**src/rtl/nbit_disp_framer_pkg.sv**
```systemverilog
// Shared types for the nine-bit display framer.
package nbit_disp_framer_pkg;

    // Sequencer states: idle, low and high serial-clock phases, and the
    // inter-word wait inside a burst.
    typedef enum logic [1:0] {
        FR_IDLE = 2'd0,
        FR_LOW  = 2'd1,
        FR_HIGH = 2'd2,
        FR_WAIT = 2'd3
    } fr_state_t;

    localparam int unsigned WORD_BITS = 9;

endpackage

```
**src/rtl/nbit_half_timer.sv**
```systemverilog
// Half-period timer for the serial clock.
// Counts system cycles while run is high and pulses tick on the last
// cycle of each half period. Assumes HALF_DIV >= 1. It restarts from zero
// whenever run is low, so a phase always begins with a fresh count.
module nbit_half_timer #(
    parameter int unsigned HALF_DIV = 4
) (
    input  logic clk,
    input  logic rst_n,
    input  logic run,
    output logic tick
);
    localparam int unsigned CW = (HALF_DIV > 1) ? $clog2(HALF_DIV) : 1;
    localparam logic [CW-1:0] LAST = CW'(HALF_DIV - 1);

    logic [CW-1:0] cnt;

    // Count cycles within one half period and wrap on the last one.
    always_ff @(posedge clk) begin
        if (!rst_n || !run) begin
            cnt <= '0;
        end else if (cnt == LAST) begin
            cnt <= '0;
        end else begin
            cnt <= cnt + 1'b1;
        end
    end

    assign tick = run && (cnt == LAST);
endmodule

```
**src/rtl/nbit_word_shifter.sv**
```systemverilog
// Nine-bit word shift register.
// Loads a flag+payload word and moves it out MSB first, one bit per shift
// pulse. at_last is high while the final bit of the word is on the line.
// Assumes load and shift are never high together.
module nbit_word_shifter
    import nbit_disp_framer_pkg::*;
(
    input  logic                 clk,
    input  logic                 rst_n,
    input  logic                 load,
    input  logic [WORD_BITS-1:0] load_word,
    input  logic                 shift,
    output logic                 dout,
    output logic                 at_last
);
    localparam int unsigned IW = $clog2(WORD_BITS);
    localparam logic [IW-1:0] LAST_IDX = IW'(WORD_BITS - 1);

    logic [WORD_BITS-1:0] sreg;
    logic [IW-1:0]        idx;

    // Hold the word in flight and step to the next bit on each shift.
    always_ff @(posedge clk) begin
        if (!rst_n) begin
            sreg <= '0;
            idx  <= '0;
        end else if (load) begin
            sreg <= load_word;
            idx  <= '0;
        end else if (shift) begin
            sreg <= {sreg[WORD_BITS-2:0], 1'b0};
            idx  <= idx + 1'b1;
        end
    end

    assign dout    = sreg[WORD_BITS-1];
    assign at_last = (idx == LAST_IDX);
endmodule

```
**src/rtl/nbit_align_counter.sv**
```systemverilog
// Burst bit counter, modulo ALIGN.
// Counts the bits sent in the current burst. wrap_next says that the next
// counted bit completes a multiple of ALIGN. Assumes ALIGN is a power of
// two and at least 2.
module nbit_align_counter #(
    parameter int unsigned ALIGN = 8
) (
    input  logic clk,
    input  logic rst_n,
    input  logic clr,
    input  logic inc,
    output logic wrap_next
);
    localparam int unsigned AW = $clog2(ALIGN);
    localparam logic [AW-1:0] TOP = AW'(ALIGN - 1);

    logic [AW-1:0] cnt;

    // Track the burst bit count modulo the alignment.
    always_ff @(posedge clk) begin
        if (!rst_n || clr) begin
            cnt <= '0;
        end else if (inc) begin
            cnt <= cnt + 1'b1;
        end
    end

    assign wrap_next = (cnt == TOP);
endmodule

```
**src/rtl/nbit_disp_framer.sv**
```systemverilog
// Nine-bit display serial framer (top).
// Accepts bytes on a valid/ready port and sends each one as a flag bit plus
// eight payload bits on a mode-0 serial link. At the end of a burst it
// appends filler command words until the bit count is a multiple of 8,
// then releases chip select. Assumes the producer holds its byte stable
// while src_valid is high.
module nbit_disp_framer
    import nbit_disp_framer_pkg::*;
#(
    parameter int unsigned HALF_DIV   = 4,
    parameter logic [7:0]  PAD_OPCODE = 8'h5C,
    parameter int unsigned ALIGN      = 8
) (
    input  logic       clk,
    input  logic       rst_n,
    input  logic       src_valid,
    output logic       src_ready,
    input  logic [7:0] src_byte,
    input  logic       src_is_cmd,
    input  logic       src_last,
    output logic       ser_clk,
    output logic       ser_dout,
    output logic       ser_cs_n,
    output logic       busy
);
    fr_state_t            state, state_nx;
    logic                 accept;
    logic                 tick;
    logic                 at_last;
    logic                 wrap_next;
    logic                 last_q;
    logic                 word_end;
    logic                 pad_load;
    logic                 do_load;
    logic                 do_shift;
    logic [WORD_BITS-1:0] word_in;

    assign src_ready = (state == FR_IDLE) || (state == FR_WAIT);
    assign accept    = src_valid && src_ready;
    assign word_end  = (state == FR_HIGH) && tick && at_last;
    assign pad_load  = word_end && last_q && !wrap_next;
    assign do_load   = accept || pad_load;
    assign do_shift  = (state == FR_HIGH) && tick && !at_last;
    assign word_in   = accept ? {~src_is_cmd, src_byte} : {1'b0, PAD_OPCODE};

    nbit_half_timer #(.HALF_DIV(HALF_DIV)) u_timer (
        .clk   (clk),
        .rst_n (rst_n),
        .run   ((state == FR_LOW) || (state == FR_HIGH)),
        .tick  (tick)
    );

    nbit_word_shifter u_shift (
        .clk       (clk),
        .rst_n     (rst_n),
        .load      (do_load),
        .load_word (word_in),
        .shift     (do_shift),
        .dout      (ser_dout),
        .at_last   (at_last)
    );

    nbit_align_counter #(.ALIGN(ALIGN)) u_align (
        .clk       (clk),
        .rst_n     (rst_n),
        .clr       (accept && (state == FR_IDLE)),
        .inc       ((state == FR_HIGH) && tick),
        .wrap_next (wrap_next)
    );

    // Remember whether the byte in flight closes the burst.
    always_ff @(posedge clk) begin
        if (!rst_n) begin
            last_q <= 1'b0;
        end else if (accept) begin
            last_q <= src_last;
        end
    end

    // Choose the next phase of the sequencer.
    always_comb begin
        state_nx = state;
        unique case (state)
            FR_IDLE: if (accept) state_nx = FR_LOW;
            FR_LOW:  if (tick)   state_nx = FR_HIGH;
            FR_HIGH: begin
                if (tick) begin
                    if (!at_last)      state_nx = FR_LOW;
                    else if (!last_q)  state_nx = FR_WAIT;
                    else if (wrap_next) state_nx = FR_IDLE;
                    else               state_nx = FR_LOW;
                end
            end
            FR_WAIT: if (accept) state_nx = FR_LOW;
            default: state_nx = FR_IDLE;
        endcase
    end

    // Register the sequencer state.
    always_ff @(posedge clk) begin
        if (!rst_n) begin
            state <= FR_IDLE;
        end else begin
            state <= state_nx;
        end
    end

    assign ser_clk  = (state == FR_HIGH);
    assign ser_cs_n = (state == FR_IDLE);
    assign busy     = (state != FR_IDLE);
endmodule

```
**config.mk**
```make
export PLATFORM = sky130hd
export DESIGN_NAME = nbit_disp_framer
export DESIGN_NICKNAME = d
export VERILOG_FILES = /design/src/rtl/nbit_disp_framer_pkg.sv /design/src/rtl/nbit_half_timer.sv /design/src/rtl/nbit_word_shifter.sv /design/src/rtl/nbit_align_counter.sv /design/src/rtl/nbit_disp_framer.sv
export SDC_FILE = /design/constraint.sdc
export NUM_CORES = 1
export LEC_CHECK = 0
export BUFFER_PORTS_ARGS = -buffer_cell sky130_fd_sc_hd__buf_2
export CORE_AREA = 2 2 58 60
export DETAILED_ROUTE_END_ITERATION = 16
export DIE_AREA = 0 0 60 62
export PLACE_DENSITY_LB_ADDON = 0.05
export SLEW_MARGIN = 15
export SYNTH_ARGS = -nofsm -noshare
export SYNTH_HDL_FRONTEND = slang
export SYNTH_HIERARCHICAL = 1
export SYNTH_SLANG_ARGS = --single-unit
```
**constraint.sdc**
```tcl
create_clock -name clk -period 5.4 [get_ports clk]
set_clock_uncertainty 0.1 [all_clocks]
set_input_delay 0.27 -clock clk [delete_from_list [all_inputs] [get_ports clk]]
set_output_delay 0.27 -clock clk [all_outputs]
set_load 0.005 [all_outputs]
```
==> flow_metrics.py, run 1 <==
metrics = {
    "run_status": {
        "status": "completed",
    },
    "pwr": {
        "pwr-share-clk_pct": 15.9,
        "total_power_mw": 0.4778,
        "powerDensity_nw_per_um2": 361.0,
        "p_sw_mw": 0.1588,
        "seqPwrFrac_pct": 42.9,
        "power.internal_mw": 0.3190,
        "p_leak_nw": 0.6441,
        "peakVddDrop_v": 0.0001067,
        "comb_power_share_pct": 41.3,
        "p_sw_share_pct": 33.23,
    },
    "clocking": {
        "cts_root_buffer": "clkbuf_4",
        "post-cts-setup-buffer-count": 0,
        "cts_resized": 0,
        "ctsLongestPathBuffers": 2,
        "cts_tree": "built",
        "clk_latency_ns": 0.30,
        "htreeDepth": 1,
        "clk_pin_slew_worst_paths_ns": 0.12,
        "ctsHoldBuffers": 0,
        "cts_made_buffers": 3,
        "clock_sinks": 21,
    },
    "yosys": {
        "synth_cell_types": 31,
        "yosysTopAreaCell": "dfxtp_1",
        "synth_top_family_by_area": "simple AND/OR/NAND/NOR gates",
        "synth_edf_count": 0,
        "synthAdderAreaFrac_pct": 8.556,
        "postSynth.asyncResetShare_pct": 0,
        "muxShareOfSynthArea_pct": 11.12,
        "synth_compound_area_share_pct": 14.76,
        "dominantRegCellSynth": "dfxtp_1",
        "yosys_warnings": 6,
        "synth_nets": 143,
        "ys_top_cells_by_area": "dfxtp_1, ha_1, nand2b_1, o211a_1, mux2_2",
        "synth_seq_cells": 21,
        "syn_area_per_cell_um2": 9.589,
        "synth_xor_area_share_pct": 1.497,
        "syn-instance-count": 122,
        "yosysSeqAreaShare_pct": 35.94,
        "synth_simple_gate_area_share_pct": 23.96,
        "syn_area_um2": 1170,
        "yosysTopAreaCellShare_pct": 35.94,
    },
    "die": {
        "start_util_pct": 36.80,
        "num_rows": 21,
        "die-area_um2": 3720,
        "coreArea_um2": 3179,
        "io_pins": 18,
        "die_height_um": 62,
        "dieWidth_um": 60,
    },
    "routing": {
        "drtAntennaViolNets": 0,
        "num_vias": 877,
        "routed_wl_um": 2155,
        "initialDrtViolationCount": 35,
        "drtPass1Iterations": 4,
        "wl_per_cell_um": 11.59,
        "viasPerCell": 4.715,
        "drc_errors": 0,
    },
    "timing": {
        "max_freq_ghz": 0.3627,
        "tightest_slew_ns": 1.061,
        "rsz0062_at_grt": "no",
        "final.setup.tns_ns": 0,
        "hold_viol": 0,
        "fin_ws_ns": 2.643,
        "hold_ws_ns": 0.1053,
        "timing.final.max_slew_violations": 0,
        "slew_headroom_pct": 28.98,
        "min_period_over_period_pct": 51.06,
        "finalSetupViolCount": 0,
        "period_minus_slack_ns": 2.757,
    },
    "global_routing": {
        "grt_pass1_vias": 816,
        "grt_usage_pct": 13.86,
        "antenna_found_initial": 0,
        "grt_pass1_wl_um": 3767,
        "overflow": 0,
        "grt_start_max_net_pins": 22,
    },
    "placed_design": {
        "place_inst": 182,
        "dp_worst_setup_slack_ns": 2.626,
        "port_buffers": 17,
        "place.gp.congestion": 0.6847,
        "place_area_um2": 1297,
        "dpl.hpwl_um": 1542,
    },
    "critical_path": {
        "critPathMaxFanout": 14,
        "crit_end": "u_shift/sreg[5]",
        "cp-end-kind": "register",
        "slowest_stage": "nor2_1",
        "crit_chain": "inv_1, ha_1, and2_2, nand2_1, nor2_1, mux2_2, o211a_1",
        "r2r_slack_ns": 2.64,
        "worstReg2RegStart": "state[0]",
        "regToRegEndpoint": "u_shift/sreg[5]",
        "worstPathRequired_ns": 5.50,
        "worstSetupStartpoint": "state[0]",
        "critPathLaunchType": "register",
        "max_stage_delay_ns": 0.81,
        "arrival_ns": 2.86,
        "crit_type": "reg2reg",
        "reg2regPathDepth": 7,
    },
    "layout": {
        "postLayoutCoreUtil_pct": 41.64,
        "final_nets": 162,
        "drive_gt1_share_pct": 24.29,
        "antenna_cells": 0,
        "stdcell_count": 186,
        "area_delta_synth_final_pct": 13.16,
        "fin_area_um2": 1324,
    },
    "flow_run": {
        "maxCapViolations": 0,
    },
    "hold_path": {
        "holdCritPathClass": "in2reg",
    },
}
==> routing by layer <==
layer  vias up  GRT usage, %  routed length (um)
met5         -             0                   0
met4         0         6.667                  19
met3         2         3.106                  60
met2        10         21.58                 995
met1       406         18.19                1080
li1        459             -                   -
==> flip-flops by register name, indices dropped and copies added, names as in the netlist <==
register and cells:
last_q 1, state 2, u_align/cnt 3, u_shift/idx 4
u_shift/sreg 9, u_timer/cnt 2
==> cells in the final DEF, fill, tap and decap left out, types with 2 or more instances in the layout <==
master / instances
nand3b_1: 2
nand2_1: 6
buf_2: 17
ha_1: 8
and2_1: 4
nor2_1: 11
dfxtp_1: 21
or3b_1: 2
o21ai_0: 2
a21boi_1: 2
mux2i_1: 4
xnor2_1: 2
inv_1: 7
mux2_2: 8
nand2b_1: 15
clkbuf_4: 3
o211a_1: 9
==> synthesized netlist by cell type (all sizes together), types with 3 or more instances <==
cell	count
a21boi	3
and2	5
clkbuf	3
dfxtp	21
ha	8
inv	7
mux2	8
mux2i	4
nand2	6
nand2b	15
nor2	11
o211a	9
o21ai	3
==> worst max-delay path, delay by kind of cell, from the launching register on <==
family | cells | cell delay [ns]
DFF | 1 | 0.38
buffers and inverters | 1 | 0.07
AOI/OAI and AO/OA | 1 | 0.20
and+or+nand+nor | 3 | 1.08
adders and majority gates | 1 | 0.41
muxes | 1 | 0.42
==> power by group through the flow <==
stage                     Combinational, mW  Sequential (mW)  Clock (mW)
after floorplan                       0.149            0.203           0
after global placement                0.201            0.208           0
after detailed placement              0.200            0.209           0
after CTS                             0.201            0.205      0.0834
after global routing                  0.229            0.210      0.0923
final                                 0.197            0.205      0.0758
==> worst min-delay path by stage <==
stage / slack [ns] / endpoint / startpoint / cells after the start
after floorplan: 0.30 / state[1] / rst_n / 1
final: 0.11 / last_q / src_last / 3
after global routing: 0.12 / last_q / src_last / 3
after global placement: 0.38 / state[0] / state[0] / 2
after detailed placement: 0.39 / u_align/cnt[2] / u_align/cnt[2] / 2
after CTS: 0.09 / last_q / src_last / 3
==> logic make-up (layout without fill, tap and decap cells) <==
group,Yosys count,in the layout
flops,21,21
xor+xnor,2,2
simple gates,48,48
compound gates,20,20
mux,12,12
buf+inv,11,29
fa+ha+maj,8,8
==> cell type report <==
type	count	area, um2
tap	46	57.56
fill	321	1856
timing repair buffer	18	92.59
multi-input combinational	90	700.7
sequential	21	420.4
clock buffer	4	26.28
inverter	7	26.28
Power figures use the tool's default switching activity.
==> run 2: changes to the inputs <==
Clock period 5.4 ns to 2.6 ns, I/O delays scaled along.
==> run 2 against run 1 <==
  * Design area grew 1.6%
  * Via count grew 0.46%
  * Fmax grew 17%
  * First-iteration DRC count shrank 8.6%
  * Total power grew 110%
  * Wire length grew 2.8%
  * Largest cell class unchanged
  * Highest routed layer unchanged
==> flow_metrics.py, run 2 (same netlist as run 1, synthesis figures left out) <==
metrics = {
    "run_status": {
        "status": "completed",
    },
    "pwr": {
        "power.internal_mw": 0.6657,
        "p_sw_mw": 0.3402,
        "total_power_mw": 1.006,
        "comb_power_share_pct": 41.5,
        "seqPwrFrac_pct": 42.3,
        "powerDensity_nw_per_um2": 747.8,
        "p_leak_nw": 0.6551,
        "p_sw_share_pct": 33.82,
        "peakVddDrop_v": 0.0002682,
        "pwr-share-clk_pct": 16.2,
    },
    "timing": {
        "hold_ws_ns": 0.08869,
        "final.setup.tns_ns": 0,
        "finalSetupViolCount": 0,
        "fin_ws_ns": 0.2383,
        "period_minus_slack_ns": 2.362,
        "max_freq_ghz": 0.4234,
        "timing.final.max_slew_violations": 0,
        "slew_headroom_pct": 78.35,
        "tightest_slew_ns": 0.3248,
        "rsz0062_at_grt": "no",
        "min_period_over_period_pct": 90.83,
        "hold_viol": 0,
    },
    "critical_path": {
        "slowest_stage": "ha_1",
        "max_stage_delay_ns": 0.43,
        "worstPathRequired_ns": 2.70,
        "r2r_slack_ns": 0.24,
        "critPathMaxFanout": 17,
        "critPathLaunchType": "register",
        "crit_type": "reg2reg",
        "crit_chain": "inv_1, ha_1, and2_2, nand2_1, inv_1, nand3_1, o21ai_2, buf_4, nand2b_1, o211a_1",
        "path_common_cell": "inv_1",
        "arrival_ns": 2.46,
        "cp-end-kind": "register",
    },
    "layout": {
        "drive_gt1_share_pct": 25.35,
        "antenna_cells": 0,
        "n_fill_cell": 342,
        "reg_top3": "u_shift/sreg (9), u_shift/idx (4), u_align/cnt (3)",
        "largest-register": "u_shift/sreg",
        "largest_reg_flops": 9,
        "final_nets": 164,
        "area_delta_synth_final_pct": 14.97,
        "stdcell_count": 188,
        "final_common_cell": "dfxtp_1",
        "final_cell_mix": "dfxtp_1, buf_2, nand2b_1",
        "ff_latch_area_um2": 420.4,
        "multi_input_area_um2": 704.4,
    },
    "clocking": {
        "ctsLongestPathBuffers": 2,
        "clock_sinks": 21,
        "clk_pin_slew_worst_paths_ns": 0.13,
        "cts_root_buffer": "clkbuf_4",
        "htreeDepth": 1,
        "clk_latency_ns": 0.31,
        "cts_made_buffers": 3,
        "cts_tree": "built",
        "post-cts-setup-buffer-count": 0,
    },
    "die": {
        "coreArea_um2": 3179,
        "io_pins": 18,
        "start_util_pct": 36.80,
        "num_rows": 21,
        "die-area_um2": 3720,
        "dieWidth_um": 60,
        "die_height_um": 62,
    },
    "global_routing": {
        "overflow": 0,
        "grt_start_max_net_pins": 19,
        "antenna_found_initial": 0,
        "grt_pass1_vias": 792,
        "grt_pass1_wl_um": 3622,
        "grt_usage_pct": 13.15,
    },
    "routing": {
        "drc_errors": 0,
        "num_vias": 881,
        "initialDrtViolationCount": 32,
        "viasPerCell": 4.686,
        "drtAntennaViolNets": 0,
        "drtPass1Iterations": 4,
        "routed_wl_um": 2216,
        "wl_per_cell_um": 11.79,
    },
    "flow_run": {
        "maxCapViolations": 0,
    },
    "placed_design": {
        "place.gp.congestion": 0.7196,
        "port_buffers": 17,
        "dpl.hpwl_um": 1555,
        "dp_worst_setup_slack_ns": 0.2242,
        "place_inst": 183,
    },
    "hold_path": {
        "holdCritPathClass": "in2reg",
    },
}
## run 2: path summary, 6_finish.rpt
kind                                   from         endpoint  cells after the start
worst max-delay path               state[0]  u_shift/sreg[4]                     10
worst min-delay path            src_byte[0]  u_shift/sreg[0]                      4
worst max register to register     state[0]  u_shift/sreg[4]                     10
worst min register to register     state[0]         state[0]                      2
## run 2: power by group through the flow
stage               combinational, mW  clock [mW]  sequential, mW
finish                          0.417       0.163           0.426
global route                    0.478       0.189           0.435
CTS                             0.420       0.170           0.426
detailed placement              0.418           0           0.433
global placement                0.414           0           0.432
floorplan                       0.308           0           0.422
## run 2: timing repair
item / in CTS / in global routing
resized for setup: 0 / 1
endpoints found under the setup margin: 0 / 9
hold buffers: 1 / 0
hold endpoints to repair: 1 / 0
## run 2: area by class of cell
type / instances / share of cell area (%)
clock buffers: 4 / 1.953
flip-flops and latches: 21 / 31.26
inverters: 7 / 1.953
repair buffers: 20 / 8.186
well taps: 46 / 4.279
multi-input cells: 90 / 52.37
## run 2: critical path, delay by kind of cell (launching register included)
family,cells,cell delay [ns]
AOI/OAI and AO/OA,2,0.33
DFF,1,0.38
adders and majority gates,1,0.43
and+or+nand+nor,4,0.49
buffers and inverters,3,0.52
## run 2: per-layer routing
layer  global-route usage, %  vias up  share of wire, %
li1                        -      461                 -
met1                   17.80      408                53
met2                   20.03       10                44
met3                   3.106        2               2.7
met4                   5.714        0              0.86
met5                       0        -                 0
## run 2: through the flow
stage / util [%] / instance area [um2]
2_1_floorplan: - / 1170
3_3_place_gp: 41.05 / 1305
3_5_place_dp: 41.05 / 1305
4_1_cts: 42.19 / 1341
5_1_grt: 42.31 / 1345
6_report: 42.31 / 1345
==> run 3: changes to the inputs <==
Settings changed: PLACE_DENSITY_LB_ADDON 0.05 to 0.08, RECOVER_POWER from default to 25.
==> run 3 against run 2 <==
  * Via count shrank 0.34%
  * Worst setup slack gained 0.082 ns
  * Hold slack gained 0.014 ns
  * Register-to-register slack gained 0.08 ns
  * Die area is the same
  * Global-route usage shrank 0.12 points
  * Final cell count grew 0.53%
  * Critical path type unchanged
==> flow_metrics.py, run 3 (same netlist as run 1, synthesis figures left out) <==
metrics = {
    "critical_path": {
        "crit_family": "simple AND/OR/NAND/NOR gates",
        "regToRegEndpoint": "u_shift/idx[3]",
        "reg2regPathDepth": 10,
        "slowest_stage": "ha_1",
        "worstReg2RegStart": "state[0]",
        "r2r_slack_ns": 0.32,
        "crit_type": "reg2reg",
        "crit_chain": "inv_1, ha_1, and2_2, nand2_1, inv_1, nand3_1, o21ai_1, buf_4, or3b_1, mux2i_1",
        "worstPathRequired_ns": 2.74,
        "arrival_ns": 2.42,
        "path_common_cell": "inv_1",
        "crit_buf_inv": 3,
        "critPathMaxFanout": 13,
        "critPathLaunchType": "register",
        "cp-end-kind": "register",
        "max_stage_delay_ns": 0.39,
    },
    "timing": {
        "period_minus_slack_ns": 2.280,
        "tightest_slew_ns": 0.3172,
        "rsz0062_at_grt": "no",
        "final.setup.tns_ns": 0,
        "max_freq_ghz": 0.4386,
        "finalSetupViolCount": 0,
        "hold_viol": 0,
        "fin_ws_ns": 0.3201,
        "min_period_over_period_pct": 87.69,
        "timing.final.max_slew_violations": 0,
        "slew_headroom_pct": 78.85,
    },
    "die": {
        "start_util_pct": 36.80,
        "die_height_um": 62,
        "die-area_um2": 3720,
        "num_rows": 21,
        "io_pins": 18,
        "dieWidth_um": 60,
        "coreArea_um2": 3179,
    },
    "layout": {
        "drive_gt1_share_pct": 23.08,
        "antenna_cells": 0,
        "fin_area_um2": 1345,
        "final_cell_mix": "dfxtp_1, nand2b_1, buf_2",
        "postLayoutCoreUtil_pct": 42.31,
        "area_delta_synth_final_pct": 14.97,
        "reg_top3": "u_shift/sreg (9), u_shift/idx (4), u_align/cnt (3)",
        "largest_reg_flops": 9,
        "final_nets": 165,
        "final_common_cell": "dfxtp_1",
        "largest-register": "u_shift/sreg",
    },
    "placed_design": {
        "place.gp.congestion": 0.7019,
        "dp_worst_setup_slack_ns": 0.3123,
        "dpl.hpwl_um": 1581,
        "place_area_um2": 1313,
        "port_buffers": 17,
    },
    "routing": {
        "wl_met3_um": 71,
        "wl_met2_um": 944,
        "drt-met1-wl_um": 1116,
        "routed_wl_um": 2149,
        "drc_errors": 0,
        "initialDrtViolationCount": 15,
        "num_vias": 878,
        "drtAntennaViolNets": 0,
        "wl_per_cell_um": 11.37,
        "drtPass1Iterations": 4,
        "top_layer": "met4",
        "viasPerCell": 4.646,
    },
    "pwr": {
        "peakVddDrop_v": 0.0003813,
        "p_leak_nw": 0.6494,
        "powerDensity_nw_per_um2": 741.1,
    },
    "clocking": {
        "clk_latency_ns": 0.30,
        "cts_root_buffer": "clkbuf_4",
        "cts_resized": 0,
        "clk_pin_slew_worst_paths_ns": 0.12,
        "ctsLongestPathBuffers": 2,
        "ctsHoldBuffers": 1,
        "cts_tree": "built",
        "htreeDepth": 1,
        "post-cts-setup-buffer-count": 0,
        "clock_sinks": 21,
        "cts_made_buffers": 3,
    },
    "flow_run": {
        "maxCapViolations": 0,
    },
    "hold_path": {
        "min_to": "u_shift/sreg[8]",
        "hold_depth": 4,
        "holdCritPathClass": "in2reg",
        "min-delay-start": "src_is_cmd",
    },
    "global_routing": {
        "grt_pass1_vias": 834,
        "antenna_found_initial": 0,
        "overflow": 0,
        "grt_pass1_wl_um": 3657,
        "grt_start_max_net_pins": 19,
        "grt_usage_pct": 13.04,
    },
    "run_status": {
        "status": "completed",
    },
}
[run 3: layout make-up]
| cell class | instances | area (um2) |
|---|---|---|
| multi-input cells | 90 | 700.7 |
| clock buffers | 4 | 26.28 |
| well taps | 46 | 57.56 |
| repair buffers | 21 | 113.9 |
| inverters | 7 | 26.28 |
| flip-flops and latches | 21 | 420.4 |
| fillers | 336 | 1834 |
[run 3: routing by layer]
layer,vias to the layer above,GRT usage [%]
met5,-,0
met2,12,20.81
met3,2,3.727
met4,0,2.857
met1,405,17.57
li1,459,-
[run 3: metrics by stage]
step	power (mW)	hold WS, ns	std cells
2_1_floorplan	0.7307	0.1634	122
3_3_place_gp	0.8550	0.2948	184
3_5_place_dp	0.8584	0.2997	184
4_1_cts	1.023	0.08944	189
5_1_grt	1.085	0.09101	189
6_report	0.9968	0.1022	189
[run 3: worst max-delay path by stage]
stage,start,endpoint,slack (ns),depth (start not counted)
finish,state[0],u_shift/idx[3],0.32,10
global route,state[0],u_shift/idx[3],0.08,10
CTS,state[0],u_shift/idx[3],0.29,10
detailed placement,state[0],u_shift/sreg[0],0.31,10
global placement,state[0],u_shift/idx[3],0.38,10
floorplan,state[0],u_shift/sreg[3],0.43,8
[run 3: tightest hold or removal path, cell delays in order]
cell	delay, ns
buf_2	0.08
nor2_1	0.03
nand2b_1	0.12
o211a_1	0.11
[run 3: power breakdown]
part	total [mW]	leakage (nW)	switching, mW	internal, mW
logic	0.414	0.463	0.198	0.216
registers	0.425	0.172	0.0341	0.391
clock network	0.158	0.0150	0.0979	0.0597
total	0.997	0.649	0.330	0.667
